## config.mk

```make
export PLATFORM = sky130hd
export DESIGN_NAME = slave_hold_ctrl
export DESIGN_NICKNAME = d
export VERILOG_FILES = /design/src/rtl/shc_pkg.sv /design/src/rtl/shc_sync.sv /design/src/rtl/shc_lock.sv /design/src/rtl/shc_arb.sv /design/src/rtl/shc_pins.sv /design/src/rtl/slave_hold_ctrl.sv
export SDC_FILE = /design/constraint.sdc
export NUM_CORES = 1
export LEC_CHECK = 0
export BUFFER_PORTS_ARGS = -buffer_cell sky130_fd_sc_hd__buf_2
export CAP_MARGIN = 10
export CORE_AREA = 2 2 39 41
export CTS_CLUSTER_DIAMETER = 200
export DETAILED_ROUTE_END_ITERATION = 6
export DIE_AREA = 0 0 41 43
export PLACE_DENSITY = 0.56
export SETUP_SLACK_MARGIN = 0.2
export SKIP_CTS_REPAIR_TIMING = 1
export SLEW_MARGIN = 20
export SYNTH_ARGS = -nofsm -noshare
export SYNTH_HDL_FRONTEND = slang
export SYNTH_SLANG_ARGS = --single-unit
export TNS_END_PERCENT = 30
```

## constraint.sdc

```tcl
create_clock -name clk -period 0.9 [get_ports clk]
set_input_delay 0.18 -clock clk [delete_from_list [all_inputs] [get_ports clk]]
set_output_delay 0.18 -clock clk [all_outputs]
set_load 0.02 [all_outputs]
```

## src/rtl/shc_pkg.sv

```systemverilog
package shc_pkg;
    localparam int SHC_NSYNC = 4;
    localparam int SYN_MODE  = 0;
    localparam int SYN_REQ   = 1;
    localparam int SYN_CS    = 2;
    localparam int SYN_RD    = 3;

    typedef struct packed {
        logic hack_n;
        logic addr_oe;
        logic data_oe;
        logic dc_oe;
    } shc_pins_t;

    typedef struct packed {
        logic slave;
        logic seen;
        logic dropped;
        logic granted;
    } shc_arb_t;
endpackage

```

## src/rtl/shc_sync.sv

```systemverilog
module shc_sync #(
    parameter int WIDTH  = 4,
    parameter int STAGES = 2
) (
    input  logic             clk,
    input  logic [WIDTH-1:0] d_i,
    output logic [WIDTH-1:0] q_o
);
    genvar g;
    generate
        for (g = 0; g < STAGES; g++) begin : g_stage
            logic [WIDTH-1:0] stage_q;
            if (g == 0) begin : g_first
                always_ff @(posedge clk) stage_q <= d_i;
            end else begin : g_next
                always_ff @(posedge clk) stage_q <= g_stage[g-1].stage_q;
            end
        end
    endgenerate

    assign q_o = g_stage[STAGES-1].stage_q;
endmodule

```

## src/rtl/shc_lock.sv

```systemverilog
module shc_lock (
    input  logic clk,
    input  logic rst_n,
    input  logic set_i,
    input  logic clr_i,
    output logic lock_o
);
    logic lock_d, lock_q;

    always_comb begin
        lock_d = lock_q;
        if (!rst_n)     lock_d = 1'b0;
        else if (set_i) lock_d = 1'b1;
        else if (clr_i) lock_d = 1'b0;
    end

    always_ff @(posedge clk) lock_q <= lock_d;

    assign lock_o = lock_q;

    AST_LOCK_SET_WINS: assert property (@(posedge clk) disable iff (!rst_n)
        set_i |=> lock_q);
endmodule

```

## src/rtl/shc_arb.sv

```systemverilog
module shc_arb
    import shc_pkg::*;
(
    input  logic clk,
    input  logic rst_n,
    input  logic slave_s_i,
    input  logic req_s_i,
    input  logic lock_i,
    input  logic busy_i,
    output logic granted_d_o
);
    shc_arb_t arb_d, arb_q;

    always_comb begin
        arb_d = arb_q;
        if (!rst_n) begin
            arb_d.slave   = slave_s_i;
            arb_d.seen    = arb_q.seen | req_s_i;
            arb_d.dropped = arb_q.dropped | (arb_q.seen & ~req_s_i);
            arb_d.granted = slave_s_i & req_s_i & ~arb_q.dropped;
        end else begin
            arb_d.seen    = 1'b0;
            arb_d.dropped = 1'b0;
            if (arb_q.granted) arb_d.granted = req_s_i;
            else               arb_d.granted = req_s_i & ~lock_i & ~busy_i;
        end
    end

    always_ff @(posedge clk) arb_q <= arb_d;

    assign granted_d_o = arb_d.granted;

    AST_GRANT_NEEDS_UNLOCK: assert property (@(posedge clk) disable iff (!rst_n)
        ($rose(arb_q.granted) && $past(rst_n)) |-> $past(!lock_i && !busy_i));
    AST_HOLD_PERSISTS: assert property (@(posedge clk) disable iff (!rst_n)
        (arb_q.granted && req_s_i) |=> arb_q.granted);
    AST_RELEASE_FOLLOWS: assert property (@(posedge clk) disable iff (!rst_n)
        (arb_q.granted && !req_s_i) |=> !arb_q.granted);
    AST_MODE_STABLE: assert property (@(posedge clk) disable iff (!rst_n)
        rst_n |=> $stable(arb_q.slave));
endmodule

```

## src/rtl/shc_pins.sv

```systemverilog
module shc_pins
    import shc_pkg::*;
(
    input  logic      clk,
    input  logic      rst_n,
    input  logic      granted_d_i,
    input  logic      cs_s_i,
    input  logic      rd_s_i,
    input  logic      lock_i,
    input  logic      dout_en_i,
    output shc_pins_t pins_o
);
    shc_pins_t pins_d, pins_q;
    logic      accept;

    always_comb begin
        accept = cs_s_i & ~lock_i;
        pins_d = pins_q;
        if (!rst_n) begin
            pins_d = '{hack_n: 1'b1, addr_oe: 1'b0, data_oe: 1'b0, dc_oe: 1'b0};
        end else if (granted_d_i) begin
            pins_d.hack_n  = 1'b0;
            pins_d.addr_oe = 1'b0;
            pins_d.data_oe = accept & rd_s_i;
            pins_d.dc_oe   = accept;
        end else begin
            pins_d.hack_n  = 1'b1;
            pins_d.addr_oe = 1'b1;
            pins_d.data_oe = dout_en_i;
            pins_d.dc_oe   = 1'b1;
        end
    end

    always_ff @(posedge clk) pins_q <= pins_d;

    assign pins_o = pins_q;

    AST_DATA_NEEDS_DC: assert property (@(posedge clk) disable iff (!rst_n)
        (!pins_q.hack_n && pins_q.data_oe) |-> pins_q.dc_oe);
    AST_LOCK_BLOCKS_ACCESS: assert property (@(posedge clk) disable iff (!rst_n)
        (lock_i && granted_d_i) |=> (!pins_q.dc_oe && !pins_q.data_oe));
endmodule

```

## src/rtl/slave_hold_ctrl.sv

```systemverilog
module slave_hold_ctrl
    import shc_pkg::*;
#(
    parameter int SYNC_STAGES = 2
) (
    input  logic clk,
    input  logic rst_n,
    input  logic slave_mode_i,
    input  logic hold_req_n_i,
    input  logic cs_n_i,
    input  logic rd_wr_i,
    input  logic lock_set_i,
    input  logic lock_clr_i,
    input  logic core_busy_i,
    input  logic core_dout_en_i,
    output logic hold_ack_n_o,
    output logic addr_oe_o,
    output logic data_oe_o,
    output logic dc_oe_o
);
    logic [SHC_NSYNC-1:0] raw_in, syn_out;
    logic                 lock_q;
    logic                 granted_d;
    shc_pins_t            pins;

    always_comb begin
        raw_in           = '0;
        raw_in[SYN_MODE] = slave_mode_i;
        raw_in[SYN_REQ]  = ~hold_req_n_i;
        raw_in[SYN_CS]   = ~cs_n_i;
        raw_in[SYN_RD]   = rd_wr_i;
    end

    shc_sync #(.WIDTH(SHC_NSYNC), .STAGES(SYNC_STAGES)) u_sync (
        .clk (clk),
        .d_i (raw_in),
        .q_o (syn_out)
    );

    shc_lock u_lock (
        .clk    (clk),
        .rst_n  (rst_n),
        .set_i  (lock_set_i),
        .clr_i  (lock_clr_i),
        .lock_o (lock_q)
    );

    shc_arb u_arb (
        .clk         (clk),
        .rst_n       (rst_n),
        .slave_s_i   (syn_out[SYN_MODE]),
        .req_s_i     (syn_out[SYN_REQ]),
        .lock_i      (lock_q),
        .busy_i      (core_busy_i),
        .granted_d_o (granted_d)
    );

    shc_pins u_pins (
        .clk         (clk),
        .rst_n       (rst_n),
        .granted_d_i (granted_d),
        .cs_s_i      (syn_out[SYN_CS]),
        .rd_s_i      (syn_out[SYN_RD]),
        .lock_i      (lock_q),
        .dout_en_i   (core_dout_en_i),
        .pins_o      (pins)
    );

    assign hold_ack_n_o = pins.hack_n;
    assign addr_oe_o    = pins.addr_oe;
    assign data_oe_o    = pins.data_oe;
    assign dc_oe_o      = pins.dc_oe;

    AST_HOLD_ADDR_OFF: assert property (@(posedge clk) disable iff (!rst_n)
        !hold_ack_n_o |-> !addr_oe_o);
endmodule

```

# ---- Word-level counts from Yosys, hierarchy flattened
# Cells that the tools add are included.
dict set report classes {
  n_mux 5
  bitwise 15
  reduce_logical 1
}
# operator count
set op_table {}
lappend op_table {{$and A1 B1 Y1} 7}
lappend op_table {{$not A1 Y1} 6}
lappend op_table {{$mux W1} 4}
lappend op_table {{$mux W4} 1}
lappend op_table {{$or A1 B1 Y1} 2}
lappend op_table {{$reduce_bool A2 Y1} 1}
dict set report word_totals {
  input_bits 10
  out_inout_bits 4
  wordCells 31
  ff_bits 16
}

# ---- Depth between registers and ports, before layout
dict set report logic_depth {
  word_depth 6
  depth_mapped 4
}

# ---- By module
# A second synthesis with hierarchy kept.
dict set report unflattened {
  hier_cells 36
  hier_area_um2 447.9
}
# module area_each_um2 n_inst cells_per_inst seq_area_each_um2
set by_module_without_submodules {}
lappend by_module_without_submodules {shc_sync 160.2 1 8 160.2}
lappend by_module_without_submodules {shc_pins 128.9 1 11 80.1}
lappend by_module_without_submodules {shc_arb 110.1 1 12 60.1}
lappend by_module_without_submodules {shc_lock 41.3 1 3 20.0}
lappend by_module_without_submodules {slave_hold_ctrl 7.5 1 2 0.0}

# ---- Worst setup path after synthesis
# OpenSTA, ideal clock, no wires.
dict set report synth_timing {
  path_kind {flip-flop to flip-flop}
  from {register u_lock.lock_q (netlist: u_lock.lock_o)}
  to {register u_pins.pins_q (netlist bit u_pins.pins_o[0])}
  setup_ps 115
  path_stages_with_launch 4
  n_path_buf 0
  arrival_ps 718
  synth_period_minus_slack_ps 833
  path_slack_ps 67
  path_cell_list {dfxtp_1 > o21bai_4 > nand2_2 > o21a_1}
}
dict set report synth_between {
  elab_chain_len 6
}
# element line
set synth_rtl {}
lappend synth_rtl {{from (decl)} shc_lock.sv:8} ;# logic lock_d, lock_q;
lappend synth_rtl {{from (signal assigned)} shc_lock.sv:17} ;# always_ff @(posedge clk) lock_q <= lock_d;
lappend synth_rtl {{$not A1 Y1 (*)} {shc_arb.sv:25, shc_pins.sv:17}}
lappend synth_rtl {{$and A1 B1 Y1 (2 in a row)} shc_arb.sv:25} ;# else arb_d.granted = req_s_i & ~lock_i & ~busy_i;
lappend synth_rtl {{$mux W1} shc_arb.sv:24} ;# if (arb_q.granted) arb_d.granted = req_s_i;
lappend synth_rtl {{$mux W1} shc_arb.sv:16} ;# if (!rst_n) begin
lappend synth_rtl {{$mux W4 (*)} shc_pins.sv:21} ;# end else if (granted_d_i) begin
lappend synth_rtl {{to (signal assigned)} shc_pins.sv:34} ;# always_ff @(posedge clk) pins_q <= pins_d;
lappend synth_rtl {{to (decl)} shc_pins.sv:13} ;# shc_pins_t pins_d, pins_q;
# Mark *: on every way between the ends. The rest lies on a longest branch, timed or not.
# A chain may end at the register's enable or synchronous reset.

# ---- Worst setup path in the final report
dict set report layout_timing {
  from {register u_pins.pins_q (netlist bit u_pins.pins_o[0])}
  to {output port dc_oe_o}
}
# element line
set layout_rtl {}
lappend layout_rtl {{to (decl)} slave_hold_ctrl.sv:19} ;# output logic dc_oe_o
# No word-level cell between the ends.

==> flow_summary.ini <==
[run_status]
status = completed

[timing]
setup-tns-final_ns = 0
final-hold-violation-count = 0
worst_clock_skew_ns = 0.000640
rsz0062_at_grt = true
tightest_slew_ns = 0.117
setup_viol = 0
final_max_slew_viol_count = 0
timing.final.crit_share_pct = 99.9
min_period_ns = 0.899
max_slew_margin_pct = 92.0
fmax_ghz = 1.11

[route]
wire_per_inst_um = 7.82
ant_nets = 0
vias = 291
route.detailed.drc = 0
first_pass_iters = 3
drt_wl_total_um = 563
drt_iter0_drc = 3
via_per_inst = 4.04

[logic_synthesis]
synth_area_um2 = 452
synth_ff_type = dfxtp_1
yosysSeqAreaShare_pct = 70.9
syn_inst = 38
yosys.area.top_type = dfxtp_1
synthArstFlopShare_pct = 0
ys_warn_count = 0
yosys.cell_count.top_type = dfxtp_1
synth.distinct_cells = 15
synth_fp_nets = 48
yosysTopAreaCellShare_pct = 70.9
ys_top_cells_by_area = dfxtp_1 71%, nor2_1 4.2%, o21bai_4 4.2%
synth.avg_cell_area_um2 = 11.9
synth_common_cells = 16 x dfxtp_1, 5 x nor2_1, 3 x inv_1, 2 x nand3_1, 2 x o21a_1
synth_edf_count = 0
synth-seq-cells = 16

[layout]
n_antenna_cell = 0
area_growth_pct = 39.1
final-seq-area_um2 = 332
fill_cells = 137
nets = 67
fin_cells = 72
drive_above_1_share_pct = 50.0
multi_input_area_um2 = 119

[clock_network]
clk_latency_ns = 0.27
cts_made_buffers = 3
cts_tree = yes
cts.clk_slew.worst_paths_ns = 0.08
clock_path_buffers = 2
clock-root-buffer = clkbuf_4
htreeDepth = 1
clock_sinks = 16

[global_routing]
antenna_found_initial = 0
grt_overflow_total = 0
grt_pass1_wl_um = 862
grt_pass1_vias = 219
track_usage_pct = 7.92
grt_max_degree = 11

[worst_setup_path]
timing.rr.start = u_lock.lock_o$_SDFFE_PN0P_
critPathTopFamily = flip-flops
critPathBufInv = 1
cp.required_ns = 0.72
worstSetupPathType = reg -> out
rrSetupSlack_ns = 0.06
path_cells = buf_6
rr_worst_depth = 2
cp-start-kind = register
crit_arrival_ns = 0.72
slowest_delay_ns = 0.33
worstSetupEndpointType = output pin
cp_slowest_cell = dfxtp_2
cp_max_fo = 1
r2r_end = u_pins.pins_o[0]$_SDFF_PN0_

[floorplanning]
die_h_um = 43
initial_utilization_pct = 32.6
die_area_um2 = 1760
io_pins = 14
dieWidth_um = 41
coreArea_um2 = 1380
rows = 14

[place]
port_buffers = 13
dp_hpwl_um = 427
gp_congestion = 0.577
post-place-cells = 66

[power_and_ir_drop]
p_leak_nw = 0.287
power_density_nw_per_um2 = 2140
vdd_drop_max_v = 0.000920

[min_path]
hold_end = u_sync.g_stage[0].stage_q[2]$_DFF_P_
hp-start = cs_n_i
hold_class = in -> reg
worstHoldPathCells = 2

[run]
drv_cap = 0
-- metrics by stage --
| stage | hold WS, ns | area [µm²] | total power [mW] | worst slack, ns | utilization [%] |
|---|---|---|---|---|---|
| after global placement | 0.283 | 533 | 0.886 | 0.0699 | 38.5 |
| after detailed placement | 0.284 | 533 | 0.888 | 0.0654 | 38.5 |
| final | 0.0378 | 628 | 1.35 | 0.000951 | 45.4 |
| after global routing | 0.0171 | 628 | 1.43 | -0.0369 | 45.4 |
| after floorplan | 0.208 | 453 | 0.849 | 0.106 | - |
| after CTS | -0.0130 | 569 | 1.34 | -0.0438 | 41.1 |
-- cells in the final DEF, fill, tap and decap left out --
cell type	instances
mux2i_1	1
inv_1	2
dfxtp_2	6
a21oi_2	1
o21a_1	2
buf_2	9
clkbuf_4	3
nand3_1	2
dfxtp_1	9
dfxtp_4	1
dlygate4sd3_1	2
nor2b_1	1
nor2_1	5
and2b_1	1
inv_2	1
a22oi_1	1
clkbuf_8	1
and2_1	1
nand2_2	1
nand2_1	1
o21bai_4	1
buf_6	4
-- layout make-up --
class | count | area share [%]
tap | 16 | 3.19
multi-input combinational | 18 | 18.9
sequential | 16 | 52.8
inverter | 3 | 1.79
timing repair buffer | 15 | 17.5
clock buffer | 4 | 5.78
-- kinds of logic after synthesis --
| kind of cell | count (synthesis) | synth area share [%] |
|---|---|---|
| AO/OA/AOI/OAI | 5 | 10.2 |
| multiplexers | 1 | 2.22 |
| flip-flops | 16 | 70.9 |
| buffers and inverters | 4 | 3.60 |
| AND/OR/NAND/NOR | 12 | 13.0 |
-- how the worst max path moves through the flow --
stage	start	to	depth (start not counted)
after CTS	u_pins.pins_o[0]$_SDFF_PN0_	dc_oe_o	1
after global placement	u_lock.lock_o$_SDFFE_PN0P_	u_pins.pins_o[0]$_SDFF_PN0_	2
final	u_pins.pins_o[0]$_SDFF_PN0_	dc_oe_o	1
after floorplan	u_lock.lock_o$_SDFFE_PN0P_	u_pins.pins_o[0]$_SDFF_PN0_	2
after detailed placement	u_lock.lock_o$_SDFFE_PN0P_	u_pins.pins_o[0]$_SDFF_PN0_	2
after global routing	u_pins.pins_o[3]$_SDFF_PN1_	hold_ack_n_o	1
-- registers in the layout, indices dropped and copies added, names as in the netlist --
register                flops
u_lock.lock_o               1
u_sync.q_o                  4
u_arb.arb_q                 3
u_sync.g_stage.stage_q      4
u_pins.pins_o               4
-- layer usage --
layer | global-route usage [%] | share of wire, %
met1 | 9.00 | 45
met2 | 10.3 | 46
met3 | 3.14 | 8.9
met4 | 8.00 | 0
met5 | 0 | 0
-- report_power, final --
part | leakage [nW] | internal (mW) | switching (mW)
registers | 0.135 | 0.754 | 0.0198
clock network | 0.0210 | 0.246 | 0.203
logic | 0.130 | 0.0723 | 0.0514
Power figures use the tool's default switching activity.
